**src/rtl/uart_ctl_pkg.sv**
```systemverilog
// Package: shared constants and parser state type for the UART register slave.
// Assumes 8-bit characters and an 8-bit register index on the line.
package uart_ctl_pkg;
    localparam logic [7:0] SYNC_BYTE = 8'h79;
    localparam logic [7:0] ACK_BYTE  = 8'hC3;

    typedef enum logic [2:0] {
        P_WAIT_SYNC,
        P_DEVICE,
        P_INDEX,
        P_COUNT,
        P_WDATA,
        P_FORWARD,
        P_REPLY
    } parse_state_e;
endpackage

```
**src/rtl/uart_rs_rx.sv**
```systemverilog
// Receiver: synchronises the line, finds start bits, samples mid-bit,
// checks even parity and the stop bit, and signals an idle gap of
// IDLE_BITS bit times. Assumes bit_ticks >= 4 and stable during a character.
// While en is low the receiver is held idle and its gap timer is cleared.
module uart_rs_rx #(
    parameter int TICKW     = 16,
    parameter int IDLE_BITS = 16
) (
    input  logic             clk,
    input  logic             rst_n,
    input  logic             en,
    input  logic [TICKW-1:0] bit_ticks,
    input  logic             rx_i,
    output logic             byte_valid,
    output logic [7:0]       byte_data,
    output logic             frame_err,
    output logic             idle_to
);
    localparam int IBW = $clog2(IDLE_BITS + 1);
    localparam logic [IBW-1:0] IB_LAST = IBW'(IDLE_BITS - 1);

    logic             s1, s2, prev;
    logic             busy;
    logic [TICKW-1:0] cnt;
    logic [TICKW-1:0] itick;
    logic [IBW-1:0]   ibits;
    logic             idle_done;
    logic [3:0]       bitn;
    logic [7:0]       shreg;
    logic             par;
    logic             fall;

    assign fall      = prev & ~s2;
    assign byte_data = shreg;

    // Line synchroniser, character sampler and idle-gap timer.
    always_ff @(posedge clk) begin
        if (!rst_n) begin
            s1         <= 1'b1;
            s2         <= 1'b1;
            prev       <= 1'b1;
            busy       <= 1'b0;
            cnt        <= '0;
            itick      <= '0;
            ibits      <= '0;
            idle_done  <= 1'b0;
            bitn       <= '0;
            shreg      <= '0;
            par        <= 1'b0;
            byte_valid <= 1'b0;
            frame_err  <= 1'b0;
            idle_to    <= 1'b0;
        end else begin
            s1         <= rx_i;
            s2         <= s1;
            prev       <= s2;
            byte_valid <= 1'b0;
            frame_err  <= 1'b0;
            idle_to    <= 1'b0;
            if (!en) begin
                busy      <= 1'b0;
                itick     <= '0;
                ibits     <= '0;
                idle_done <= 1'b0;
            end else if (!busy) begin
                if (fall) begin
                    busy      <= 1'b1;
                    cnt       <= {1'b0, bit_ticks[TICKW-1:1]};
                    bitn      <= '0;
                    itick     <= '0;
                    ibits     <= '0;
                    idle_done <= 1'b0;
                end else if (!idle_done) begin
                    if (itick >= bit_ticks - 1'b1) begin
                        itick <= '0;
                        if (ibits == IB_LAST) begin
                            idle_to   <= 1'b1;
                            idle_done <= 1'b1;
                            ibits     <= '0;
                        end else begin
                            ibits <= ibits + 1'b1;
                        end
                    end else begin
                        itick <= itick + 1'b1;
                    end
                end
            end else if (cnt != '0) begin
                cnt <= cnt - 1'b1;
            end else begin
                cnt  <= bit_ticks - 1'b1;
                bitn <= bitn + 1'b1;
                if (bitn == 4'd0) begin
                    if (s2) begin
                        busy <= 1'b0;
                    end
                end else if (bitn <= 4'd8) begin
                    shreg <= {s2, shreg[7:1]};
                end else if (bitn == 4'd9) begin
                    par <= s2;
                end else begin
                    busy <= 1'b0;
                    if (s2 && !(^{shreg, par})) begin
                        byte_valid <= 1'b1;
                    end else begin
                        frame_err <= 1'b1;
                    end
                end
            end
        end
    end
endmodule

```
**src/rtl/uart_rs_tx.sv**
```systemverilog
// Transmitter: sends one 11-bit character (start, data LSB first, even
// parity, stop) per start pulse, each bit bit_ticks cycles long. Assumes
// start is only pulsed while busy is low. done pulses as the stop bit ends.
module uart_rs_tx #(
    parameter int TICKW = 16
) (
    input  logic             clk,
    input  logic             rst_n,
    input  logic [TICKW-1:0] bit_ticks,
    input  logic             start,
    input  logic [7:0]       data,
    output logic             line,
    output logic             busy,
    output logic             done
);
    logic [10:0]      sh;
    logic [TICKW-1:0] cnt;
    logic [3:0]       left;

    assign line = busy ? sh[0] : 1'b1;

    // Character shifter with per-bit period counter.
    always_ff @(posedge clk) begin
        if (!rst_n) begin
            sh   <= '1;
            cnt  <= '0;
            left <= '0;
            busy <= 1'b0;
            done <= 1'b0;
        end else begin
            done <= 1'b0;
            if (!busy) begin
                if (start) begin
                    sh   <= {1'b1, ^data, data, 1'b0};
                    cnt  <= bit_ticks - 1'b1;
                    left <= 4'd10;
                    busy <= 1'b1;
                end
            end else if (cnt != '0) begin
                cnt <= cnt - 1'b1;
            end else if (left == 4'd0) begin
                busy <= 1'b0;
                done <= 1'b1;
            end else begin
                sh   <= {1'b1, sh[10:1]};
                left <= left - 1'b1;
                cnt  <= bit_ticks - 1'b1;
            end
        end
    end
endmodule

```
**src/rtl/uart_rs_regs.sv**
```systemverilog
// Register file with a staging buffer: writes land in per-entry pending
// slots and move to the live registers on commit; discard empties the
// slots. Entry 0 resets to ADDR_RST and is exported as the own address.
module uart_rs_regs #(
    parameter int         NREGS    = 16,
    parameter logic [7:0] ADDR_RST = 8'h80
) (
    input  logic                     clk,
    input  logic                     rst_n,
    input  logic                     stage_en,
    input  logic [$clog2(NREGS)-1:0] stage_idx,
    input  logic [7:0]               stage_data,
    input  logic                     commit,
    input  logic                     discard,
    input  logic [$clog2(NREGS)-1:0] rd_idx,
    output logic [7:0]               rd_data,
    output logic [7:0]               own_addr
);
    localparam int RAW = $clog2(NREGS);

    logic [NREGS*8-1:0] live_flat;

    for (genvar i = 0; i < NREGS; i++) begin : g_ent
        localparam logic [7:0] RSTV = (i == 0) ? ADDR_RST : 8'h00;
        logic [7:0] val_q;
        logic [7:0] pend_q;
        logic       pend_v;

        // One entry: stage, commit or discard its pending byte.
        always_ff @(posedge clk) begin
            if (!rst_n) begin
                val_q  <= RSTV;
                pend_q <= 8'h00;
                pend_v <= 1'b0;
            end else if (commit) begin
                if (pend_v) begin
                    val_q <= pend_q;
                end
                pend_v <= 1'b0;
            end else if (discard) begin
                pend_v <= 1'b0;
            end else if (stage_en && stage_idx == RAW'(i)) begin
                pend_q <= stage_data;
                pend_v <= 1'b1;
            end
        end

        assign live_flat[i*8 +: 8] = val_q;
    end

    assign rd_data  = live_flat[rd_idx*8 +: 8];
    assign own_addr = live_flat[7:0];
endmodule

```
**src/rtl/uart_reg_slave.sv**
```systemverilog
// Top: packet parser and reply sequencer of the UART register slave.
// Parses sync/device/index/count/data, stages writes, replies with the
// acknowledge and read data, forwards foreign packets, and commits staged
// writes when the acknowledge has left. Assumes a host that waits for the
// reply before sending again (half-duplex).
module uart_reg_slave #(
    parameter int         NREGS     = 16,
    parameter int         TICKW     = 16,
    parameter int         IDLE_BITS = 16,
    parameter logic [7:0] ADDR_RST  = 8'h80
) (
    input  logic             clk,
    input  logic             rst_n,
    input  logic [TICKW-1:0] bit_ticks,
    input  logic             rx_i,
    output logic             tx_o,
    output logic             tx_oe,
    output logic             fwd_valid,
    output logic             fwd_sop,
    output logic [7:0]       fwd_data
);
    import uart_ctl_pkg::*;

    localparam int RAW = $clog2(NREGS);
    localparam logic [8:0] NREGS9 = 9'(NREGS);

    parse_state_e state;
    logic         rx_en, rx_valid, rx_err, idle_to;
    logic [7:0]   rx_byte;
    logic         tx_start, tx_busy, tx_done;
    logic [7:0]   tx_data;
    logic         rd_op, ack_phase;
    logic [7:0]   base_q, count_q, idx_q;
    logic [8:0]   off;
    logic         in_range;
    logic [7:0]   rd_data, rd_byte, own_addr;
    logic         stage_en, commit, discard;

    assign rx_en    = (state != P_REPLY);
    assign off      = {1'b0, base_q} + {1'b0, idx_q};
    assign in_range = (off < NREGS9);
    assign rd_byte  = in_range ? rd_data : 8'h00;
    assign stage_en = (state == P_WDATA) && rx_valid && in_range;
    assign commit   = tx_done && ack_phase && !rd_op;
    assign discard  = (state != P_REPLY) && (rx_err || idle_to);

    uart_rs_rx #(.TICKW(TICKW), .IDLE_BITS(IDLE_BITS)) u_rx (
        .clk(clk), .rst_n(rst_n), .en(rx_en), .bit_ticks(bit_ticks),
        .rx_i(rx_i), .byte_valid(rx_valid), .byte_data(rx_byte),
        .frame_err(rx_err), .idle_to(idle_to)
    );

    uart_rs_tx #(.TICKW(TICKW)) u_tx (
        .clk(clk), .rst_n(rst_n), .bit_ticks(bit_ticks), .start(tx_start),
        .data(tx_data), .line(tx_o), .busy(tx_busy), .done(tx_done)
    );

    uart_rs_regs #(.NREGS(NREGS), .ADDR_RST(ADDR_RST)) u_regs (
        .clk(clk), .rst_n(rst_n), .stage_en(stage_en),
        .stage_idx(off[RAW-1:0]), .stage_data(rx_byte), .commit(commit),
        .discard(discard), .rd_idx(off[RAW-1:0]), .rd_data(rd_data),
        .own_addr(own_addr)
    );

    // Packet parser, reply sequencer and forwarding strobe generator.
    always_ff @(posedge clk) begin
        if (!rst_n) begin
            state     <= P_WAIT_SYNC;
            rd_op     <= 1'b0;
            ack_phase <= 1'b0;
            base_q    <= '0;
            count_q   <= '0;
            idx_q     <= '0;
            tx_start  <= 1'b0;
            tx_data   <= '0;
            tx_oe     <= 1'b0;
            fwd_valid <= 1'b0;
            fwd_sop   <= 1'b0;
            fwd_data  <= '0;
        end else begin
            tx_start  <= 1'b0;
            fwd_valid <= 1'b0;
            fwd_sop   <= 1'b0;
            case (state)
                P_WAIT_SYNC: begin
                    if (rx_valid && rx_byte == SYNC_BYTE) begin
                        state <= P_DEVICE;
                    end
                end
                P_DEVICE: begin
                    if (rx_valid) begin
                        if (rx_byte[7:1] == own_addr[7:1]) begin
                            rd_op <= rx_byte[0];
                            state <= P_INDEX;
                        end else begin
                            fwd_valid <= 1'b1;
                            fwd_sop   <= 1'b1;
                            fwd_data  <= rx_byte;
                            state     <= P_FORWARD;
                        end
                    end
                end
                P_INDEX: begin
                    if (rx_valid) begin
                        base_q <= rx_byte;
                        state  <= P_COUNT;
                    end
                end
                P_COUNT: begin
                    if (rx_valid) begin
                        count_q <= rx_byte;
                        idx_q   <= '0;
                        if (rd_op || rx_byte == 8'h00) begin
                            state     <= P_REPLY;
                            tx_start  <= 1'b1;
                            tx_data   <= ACK_BYTE;
                            ack_phase <= 1'b1;
                            tx_oe     <= 1'b1;
                        end else begin
                            state <= P_WDATA;
                        end
                    end
                end
                P_WDATA: begin
                    if (rx_valid) begin
                        if (idx_q == count_q - 8'd1) begin
                            idx_q     <= '0;
                            state     <= P_REPLY;
                            tx_start  <= 1'b1;
                            tx_data   <= ACK_BYTE;
                            ack_phase <= 1'b1;
                            tx_oe     <= 1'b1;
                        end else begin
                            idx_q <= idx_q + 8'd1;
                        end
                    end
                end
                P_FORWARD: begin
                    if (rx_valid) begin
                        fwd_valid <= 1'b1;
                        fwd_data  <= rx_byte;
                    end
                end
                P_REPLY: begin
                    if (tx_done && !tx_busy) begin
                        ack_phase <= 1'b0;
                        if (rd_op && idx_q != count_q) begin
                            tx_start <= 1'b1;
                            tx_data  <= rd_byte;
                            idx_q    <= idx_q + 8'd1;
                        end else begin
                            state <= P_WAIT_SYNC;
                            tx_oe <= 1'b0;
                        end
                    end
                end
                default: state <= P_WAIT_SYNC;
            endcase
            if (discard) begin
                state <= P_WAIT_SYNC;
            end
        end
    end
endmodule


```
**config.mk**
```make
export PLATFORM = sky130hd
export DESIGN_NAME = uart_reg_slave
export DESIGN_NICKNAME = d
export VERILOG_FILES = /design/src/rtl/uart_ctl_pkg.sv /design/src/rtl/uart_rs_rx.sv /design/src/rtl/uart_rs_tx.sv /design/src/rtl/uart_rs_regs.sv /design/src/rtl/uart_reg_slave.sv
export SDC_FILE = /design/constraint.sdc
export NUM_CORES = 1
export LEC_CHECK = 0
export BUFFER_PORTS_ARGS = -buffer_cell sky130_fd_sc_hd__buf_2
export CORE_UTILIZATION = 57
export CTS_CLUSTER_DIAMETER = 120
export CTS_CLUSTER_SIZE = 30
export DETAILED_ROUTE_END_ITERATION = 8
export PLACE_DENSITY = 0.76
export SYNTH_ARGS = -nofsm -noshare
export SYNTH_HDL_FRONTEND = slang
export SYNTH_SLANG_ARGS = --single-unit
```
**constraint.sdc**
```tcl
create_clock -name clk -period 3.3 [get_ports clk]
set_input_delay 0.66 -clock clk [delete_from_list [all_inputs] [get_ports clk]]
set_output_delay 0.66 -clock clk [all_outputs]
set_load 0.01 [all_outputs]
```
==> reports/metrics.yaml, run 1 <==
status: "finished clean"
slowest_delay_ns: 1.18
clkLatencyLatePin_ns: 0.55
worstHoldStart: "rx_i"
min_period_ns: 3.12
drive_gt1_share_pct: 9.56
seq_power_share_pct: 62.7
yosys_warnings: 0
timing.fmax_mhz: 320
r2r_start: "base_q[0]"
first_global_vias: 14700
setup_slack_ns: 0.178
worst_pin_slew_ns: 1.10
clk_pin_slew_worst_paths_ns: 0.12
fin_setup_tns_ns: 0
comb_power_share_pct: 5.9
die_x_um: 184
grt_overflow: 0
fillCellCount: 2881
yosys-top-cells-area: "dfxtp_1, nand2_1, mux2i_1, a21oi_1, mux4_2"
end_kind: "flip-flop"
routed_wl_um: 47900
final_nets: 2254
drc: 0
yosys.area.top_type_share_pct: 43.6
dieArea_um2: 33900
whs_path_depth: 2
pwr-share-clk_pct: 31.4
skew_ns: 0.0349
std_cell_rows: 66
switchingPower_w: 0.00190
cp_max_fo: 28
power.internal_w: 0.00609
antenna_found_initial: 0
ant_nets: 0
synth_top_area_cell: "dfxtp_1"
cts_made_buffers: 17
yosysSeqAreaShare_pct: 43.6
ys_types: 94
gp_congestion: 0.920
path_cells: "ha_2 -> fa_2 -> and3_1 -> nand2_1 -> nor2_4 -> mux2i_1"
hold-path-endpoint: "u_rx.s1"
power_w: 0.00799
crit_slowest_cell: "fa_2"
power_leakage_nw: 7.50
p_per_area_nw_per_um2: 396
syn_area_per_cell_um2: 8.59
reg2reg_depth: 6
worstPathArrival_ns: 3.56
grt_max_degree: 121
synth_ff_type: "dfxtp_1"
antenna_cells: 0
pin_count: 31
htree_levels: 1
cp-start-kind: "flip-flop"
irDropWorstVdd_v: 0.000476
firstDrtPassIters: 6
track_usage_pct: 28.2
drv_slew: 0
critical_path_class: "flip-flop to flip-flop"
hold_viol: 0
cts_hold_buf: 0
rsz0062_at_grt: "false"
multi_input_area_um2: 10100
r2r_end: "u_regs.g_ent[15].pend_q[0]"
syn_nets: 2257
cts_tree: "yes"
path_buf_inv: 0
place_ws_ns: -0.547
io_buffer_count: 30
initial_core_util_pct: 58.0
worstHoldPathType: "input port to flip-flop"
grt_pass1_wl_um: 76800
ys_ff_latch: 411
synthCells: 2199
crit_family: "adder cells"
cts-root-buf: "clkbuf_16"
synth_area_um2: 18900
clockBufferDepth: 3
synth_edf_count: 0
via_count: 15600
dpl.hpwl_um: 33200
setup_violations: 0
clock-sinks: 411
core-area_um2: 32500
syn_to_final_growth_pct: 6.71
via_per_inst: 5.91
hold_ws_ns: 0.293
seqCellArea_um2: 8230
reg2reg_slack_ns: 0.18
wl_per_cell_um: 18.2
fin_crit_sh_pct: 94.6
async_flop_share_pct: 0
placed_area_um2: 19700
drv_cap: 0
drt_iter0_drc: 1270
swShare_pct: 23.8
stdcell_area_um2: 20100
slew_headroom_pct: 26.2
die_height_um: 184
required_ns: 3.73
-- logic make-up (layout without fill, tap and decap cells) --
family,after synthesis,after routing,share of synthesized area [%]
muxes,186,186,12.0
AOI/OAI and AO/OA,391,391,12.4
adders and majority gates,39,39,2.62
DFF,411,411,43.6
buffers and inverters,152,149,3.31
and+or+nand+nor,940,940,22.3
xor gates and xnor gates,80,80,3.78
-- cells in the final DEF (no fill, tap or decap), types with 17 or more instances in the layout --
master,n
nor2_1,133
xnor2_1,47
inv_1,26
nand2_1,592
o21ai_0,46
nor3_1,32
nand3_1,30
xor2_1,32
ha_1,37
buf_2,29
mux2i_1,154
and2_1,24
dfxtp_1,411
clkbuf_16,17
a21oi_1,231
buf_4,71
mux4_2,32
-- cells in the mapped netlist (all sizes together), types with 5 or more instances --
library cell	instances
nand2	596
dfxtp	411
a21oi	233
mux2i	154
nor2	143
clkbuf	97
o21ai	52
xnor2	47
ha	38
nor3	37
nand3	36
mux4	32
xor2	32
inv	27
and2	24
buf	24
nand2b	16
o211ai	16
nand4	15
and3	13
nor2b	10
a31oi	9
nor4	9
or4	9
a211oi	8
a2111oi	7
nor3b	6
o21a	6
or3	6
a21o	5
and4	5
nand3b	5
o2111ai	5
o211a	5
-- power groups by stage --
stage	Clock [W]	Combinational, W	Sequential [W]
after floorplan	0	0.000315	0.00511
after global placement	0	0.000452	0.00512
after detailed placement	0	0.000460	0.00512
after CTS	0.00252	0.000462	0.00500
after global routing	0.00270	0.000513	0.00501
final	0.00251	0.000471	0.00501
-- area by class of cell --
cell class	instances	share of cell area [%]
clock buffers	17	2.11
clock inverters	2	0.0994
inverters	27	0.528
multi-input cells	1636	50.1
flip-flops and latches	411	40.8
well taps	442	2.74
repair buffers	103	3.62
-- stage by stage --
stage / utilization (%) / instances
global placement: 60.5 / 2619
floorplan: - / 2199
detailed placement: 60.5 / 2619
global route: 61.9 / 2638
finish: 61.9 / 2638
CTS: 61.9 / 2638
-- metal layers --
metal	GRT usage (%)	vias to the layer above	part of all wire, %
met5	0	-	0
met4	12.1	0	4.1
met3	2.87	118	5.2
met2	48.5	470	48
met1	36.0	7478	43
li1	-	7523	-
-- worst max-delay path by stage --
stage | start | end | slack (ns) | depth (start not counted)
final | base_q[0] | u_regs.g_ent[15].pend_q[0] | 0.18 | 6
after CTS | bit_ticks[10] | u_rx.ibits[0] | 0.0005 | 12
after detailed placement | bit_ticks[10] | u_rx.ibits[0] | -0.55 | 12
after global routing | bit_ticks[10] | u_rx.ibits[0] | 0.01 | 12
after global placement | bit_ticks[10] | u_rx.ibits[0] | -0.41 | 12
after floorplan | bit_ticks[10] | u_rx.itick[14] | 0.009 | 12
-- registers in the layout, summed over array words and instances, names as in the netlist, 10 cells and up --
name,cells
u_regs.g_ent.val_q,120
u_tx.sh,10
u_rx.itick,16
u_tx.cnt,16
u_regs.g_ent.pend_q,128
u_rx.cnt,16
u_regs.g_ent.pend_v,16
-- timing repair --
item	in CTS	in global routing
setup buffers	0	0
resized for setup	0	2
setup endpoints to repair	0	17
Power figures use the tool's default switching activity.
==> run 2: changes to the inputs <==
Settings changed: ABC_AREA set to 1, CORE_UTILIZATION 57 to 50, PLACE_DENSITY 0.76 to 0.68, SYNTH_HIERARCHICAL set to 1.
==> run 2 against run 1 <==
Net effect: non-clock buffer count is 21 lower; register-to-register slack improved by 0.13 ns; clock skew shrank 0.011 ns; critical endpoint is now u_regs/g_ent[12].pend_q[0]; cell count grew 31%; total power rose by 2.6%; sequential share of layout area is 2.3 points lower; sequential cell count unchanged; highest routed layer unchanged; die area up 21%; sequential power about the same; hold slack improved by 0.027 ns; global-route usage down 2.7 points; core utilization decreased by 8.1 points.
==> reports/metrics.yaml, run 2 <==
irDropWorstVdd_v: 0.000270
drive_gt1_share_pct: 7.32
ant_nets: 0
min_period_ns: 2.99
seq_power_share_pct: 61.2
dpl.hpwl_um: 36800
power.internal_w: 0.00619
initial_core_util_pct: 50.6
clock-sinks: 411
pin_count: 31
dieArea_um2: 40900
worst_pin_slew_ns: 0.919
wl_per_cell_um: 15.3
layout_commonest_cell: "nand2_1"
ys_ff_latch: 411
pwr-share-clk_pct: 32.3
synth_ff_type: "dfxtp_1"
yosys-top-cells-count: "nand2_1, dfxtp_1, nor2_1, inv_1, a21oi_1"
worstPathArrival_ns: 3.49
hold_viol: 0
syn_nets: 2990
grt_pass1_wl_um: 85800
drc: 0
antenna_cells: 0
comb_power_share_pct: 6.5
via_per_inst: 5.34
top_regs: "u_regs/g_ent.pend_q x128, u_regs/g_ent.val_q x120"
instances_no_fill: 3449
status: "finished clean"
power_leakage_nw: 8.89
core-area_um2: 39600
synth_area_um2: 20100
routed_wl_um: 52900
antenna_found_initial: 0
drv_slew: 0
yosys-top-cells-area: "dfxtp_1, nand2_1, a21oi_1, nor2_1, o21ai_0"
swShare_pct: 24.5
setup_violations: 0
io_buffer_count: 30
yosys_warnings: 6
yosysSeqAreaShare_pct: 41.0
cts-root-buf: "clkbuf_16"
ys_types: 56
place_ws_ns: 0.0181
cts_made_buffers: 18
synth_most_common_cell: "nand2_1"
std_cell_rows: 73
layout_common_cells: "nand2_1, dfxtp_1, nor2_1"
synthCells: 2931
track_usage_pct: 25.5
cp_max_fo: 11
gp_congestion: 0.916
via_count: 18400
required_ns: 3.80
setup_slack_ns: 0.310
end_kind: "flip-flop"
syn_to_final_growth_pct: 6.38
final_nets: 2982
htree_levels: 1
cp-start-kind: "flip-flop"
cts_tree: "yes"
hold_ws_ns: 0.320
slew_headroom_pct: 38.7
drv_cap: 0
placed_area_um2: 20800
largest_reg_flops: 128
rsz0062_at_grt: "false"
timing.fmax_mhz: 334
grt_overflow: 0
clkLatencyLatePin_ns: 0.56
synth_top_area_cell: "dfxtp_1"
fin_setup_tns_ns: 0
p_per_area_nw_per_um2: 384
dp.cells: 3427
fin_crit_sh_pct: 90.6
drt_iter0_drc: 1662
skew_ns: 0.0236
worstHoldPathType: "input port to flip-flop"
clk_pin_slew_worst_paths_ns: 0.12
switchingPower_w: 0.00201
grt_max_degree: 82
yosys.area.top_type_share_pct: 41.0
first_global_vias: 16900
syn_area_per_cell_um2: 6.85
critical_path_class: "flip-flop to flip-flop"
async_flop_share_pct: 0
die_x_um: 202
regMostFlops: "u_regs/g_ent.pend_q"
synth_edf_count: 0
stdcell_area_um2: 21300
die_height_um: 202
firstDrtPassIters: 5
clockBufferDepth: 3
-- run 2: cell count changes in the layout (fill, tap and decap cells not counted), sizes merged, moves of 25 or more --
cell | before | now
inv | 29 | 332
nor2 | 143 | 382
nand3 | 36 | 253
o21ai | 52 | 254
mux2i | 154 | 1
nand2 | 596 | 704
a21oi | 233 | 282
mux4 | 32 | 0
xnor2 | 47 | 22
-- run 2: stage by stage --
stage / total power (W) / util (%)
2_1_floorplan: 0.00550 / -
5_1_grt: 0.00852 / 53.9
6_report: 0.00820 / 53.9
3_3_place_gp: 0.00564 / 52.5
3_5_place_dp: 0.00565 / 52.5
4_1_cts: 0.00827 / 53.8
-- run 2: cells by family after synthesis --
kind of cell    count (synthesis)  synth area share (%)
fa+ha+maj                      40                  2.53
simple gates                 1410                  30.4
xor+xnor                       66                  2.88
flops                         411                  41.0
buf+inv                       444                  8.80
compound gates                559                  14.4
mux                             1                0.0499
-- run 2: final cells by class --
type	instances	area [um2]
clock buffers	18	450
clock inverters	3	66.3
fillers	3954	18300
inverters	334	1260
multi-input cells	2076	10100
flip-flops and latches	411	8230
well taps	525	657
repair buffers	82	597
-- run 2: per-layer routing --
metal  wire length (um)  track usage (%)  up-vias  share of wire (%)
met2              24400             42.2      469                 46
met1              24300             35.0     8511                 46
met4               1560             7.89        0                3.0
met5                  0                0        -                  0
li1                   -                -     9347                  -
met3               2740             2.27       98                5.2
-- run 2: power by group through the flow --
stage	logic, W	clock network, W	registers [W]
global placement	0.000516	0	0.00513
detailed placement	0.000521	0	0.00513
floorplan	0.000381	0	0.00512
CTS	0.000525	0.00273	0.00502
global route	0.000599	0.00290	0.00502
finish	0.000534	0.00265	0.00502
-- run 2: final timing paths --
kind                                from                    endpoint  slack [ns]  depth (start not counted)
worst max-delay path            idx_q[0]  u_regs/g_ent[12].pend_q[0]        0.31                         12
worst min-delay path                rx_i                     u_rx/s1        0.32                          2
worst max register to register  idx_q[0]  u_regs/g_ent[12].pend_q[0]        0.31                         12
worst min register to register   u_rx/s1                     u_rx/s2        0.43                          1
-- run 2: what timing repair did --
action / 4_1_cts / 5_1_grt
buffers inserted: 0 / 1
endpoints found under the hold margin: 0 / 0
endpoints found under the setup margin: 0 / 73
hold buffers: 0 / 0
resized for setup: 0 / 1
-- run 2: critical path, cell delays in order, from the launching register on --
cell	delay, ns
dfxtp_1	0.37
ha_2	0.19
inv_1	0.05
fa_1	0.40
xnor2_1	0.27
buf_4	0.24
buf_4	0.20
nand2_1	0.09
inv_1	0.20
nand4_1	0.37
inv_1	0.38
nor2_1	0.07
nor2_1	0.10
==> run 3: changes to the inputs <==
Settings changed: BUFFER_PORTS_ARGS -buffer_cell sky130_fd_sc_hd__buf_2 to -buffer_cell sky130_fd_sc_hd__buf_4, CORE_ASPECT_RATIO set to 0.75, PLACE_DENSITY 0.68 to 0.66.
Clock period 3.3 ns to 2.79 ns, I/O delays scaled along.
==> run 3 against run 2 <==
Net effect: wire length up 6.3%; cell area rose by 3.0%; clock skew fell by 0.0035 ns; core utilization rose by 1.7 points; sequential power increased by 18%; sequential cell count unchanged; critical path depth increased by 3; total power rose by 17%; die area hardly changed; count of clock-buffer cells in the layout decreased by 1; global-route usage up 1.7 points; largest cell class unchanged.
==> reports/metrics.yaml, run 3 (synthesis results as in run 2) <==
largest_reg_flops: 128
drt_iter0_drc: 1639
power_leakage_nw: 9.24
cts_hold_buf: 0
first_global_vias: 16900
clkLatencyLatePin_ns: 0.55
min_period_ns: 2.68
irDropWorstVdd_v: 0.000408
initial_core_util_pct: 50.7
cts_made_buffers: 17
firstDrtPassIters: 7
status: "finished clean"
end_kind: "flip-flop"
track_usage_pct: 27.1
io_buffer_count: 30
regMostFlops: "u_regs/g_ent.pend_q"
dpl.hpwl_um: 40600
syn_to_final_growth_pct: 9.60
grt_max_degree: 87
path_cells: "ha_2 -> inv_1 -> fa_1 -> buf_4 -> xnor2_1 -> buf_4 -> clkinvlp_4 -> buf_12 -> nand3_1 -> nand3_1 -> nand2_1 -> inv_1 -> o211ai_1 -> nand2_1 -> a21oi_2"
pin_count: 31
layout_common_cells: "nand2_1, dfxtp_1, nor2_1"
drv_slew: 0
timing.fmax_mhz: 374
dieArea_um2: 40900
core-area_um2: 39600
cp-start-kind: "flip-flop"
via_per_inst: 5.41
p_per_area_nw_per_um2: 436
instances_no_fill: 3517
wl_per_cell_um: 16.0
required_ns: 3.28
hold_viol: 0
layout_commonest_cell: "nand2_1"
top_regs: "u_regs/g_ent.pend_q x128, u_regs/g_ent.val_q x120"
skew_ns: 0.0201
antenna_found_initial: 0
gp_congestion: 0.947
slowest_delay_ns: 0.38
cp_max_fo: 7
cts-root-buf: "clkbuf_16"
drc: 0
ant_nets: 0
cts_tree: "yes"
routed_wl_um: 56200
fillCellCount: 3891
clockBufferDepth: 3
fin_crit_sh_pct: 96.0
slew_headroom_pct: 49.2
drive_gt1_share_pct: 9.98
dp.cells: 3496
setup_violations: 0
worstHoldPathType: "input port to flip-flop"
std_cell_rows: 63
critical_path_class: "flip-flop to flip-flop"
crit_slowest_cell: "fa_1"
antenna_cells: 0
via_count: 19000
die_height_um: 176
clock-sinks: 411
finalCoreUtilization_pct: 55.6
worst_pin_slew_ns: 0.761
htree_levels: 1
die_x_um: 233
grt_overflow: 0
grt_pass1_wl_um: 89400
clk_pin_slew_worst_paths_ns: 0.12
fin_setup_tns_ns: 0
drv_cap: 0
final_nets: 3057
worstPathArrival_ns: 3.17
## run 3: worst paths after layout
kind / end / from / depth (start not counted) / slack [ns]
setup / recovery: tx_data[6] / base_q[0] / 15 / 0.11
hold / removal: u_rx/s1 / rx_i / 2 / 0.21
setup reg to reg: tx_data[6] / base_q[0] / 15 / 0.11
hold reg to reg: u_rx/s2 / u_rx/s1 / 1 / 0.43
## run 3: per-stage QoR
stage | cell area, um2 | power (W) | worst slack, ns | hold slack, ns
floorplan | 20100 | 0.00650 | 0.0248 | 0.393
global placement | 21500 | 0.00673 | -0.254 | 0.396
detailed placement | 21500 | 0.00674 | -0.267 | 0.400
CTS | 21900 | 0.00963 | 0.0269 | 0.194
global route | 22000 | 0.00993 | -0.0269 | 0.197
finish | 22000 | 0.00959 | 0.113 | 0.209
## run 3: layout make-up
type                    instances  area (um2)  area share [%]
flip-flops and latches        411        8230            37.4
repair buffers                158        1270            5.79
inverters                     334        1270            5.79
clock buffers                  17         425            1.93
multi-input cells            2076       10100            46.1
well taps                     520         651            2.96
clock inverters                 1        11.3          0.0512
## run 3: critical path: cells and delay by family (launching register included)
kind,cells,cell delay (ns)
compound gates,2,0.27
xor+xnor,1,0.14
fa+ha+maj,2,0.56
buf+inv,6,0.77
flops,1,0.36
simple gates,4,0.52
## run 3: what timing repair did
action	in CTS	in global routing
cloned	0	0
pin swaps	1	2
buffers inserted	0	3
endpoints found under the setup margin	19	122
gates resized for setup	1	19
## run 3: where the power goes
| part | internal, W | switching, W |
|---|---|---|
| registers | 0.00590 | 0.0000361 |
| clock network | 0.00112 | 0.00184 |
| logic | 0.000239 | 0.000450 |
## run 3: per-layer routing
metal  global-route usage, %  up-vias  routed length (um)
li1                        -     9492                   -
met1                    42.4     8897               28300
met2                    39.6      581               23200
met3                    3.64       63                3880
met4                    4.52        0                 836
met5                       0        -                   0
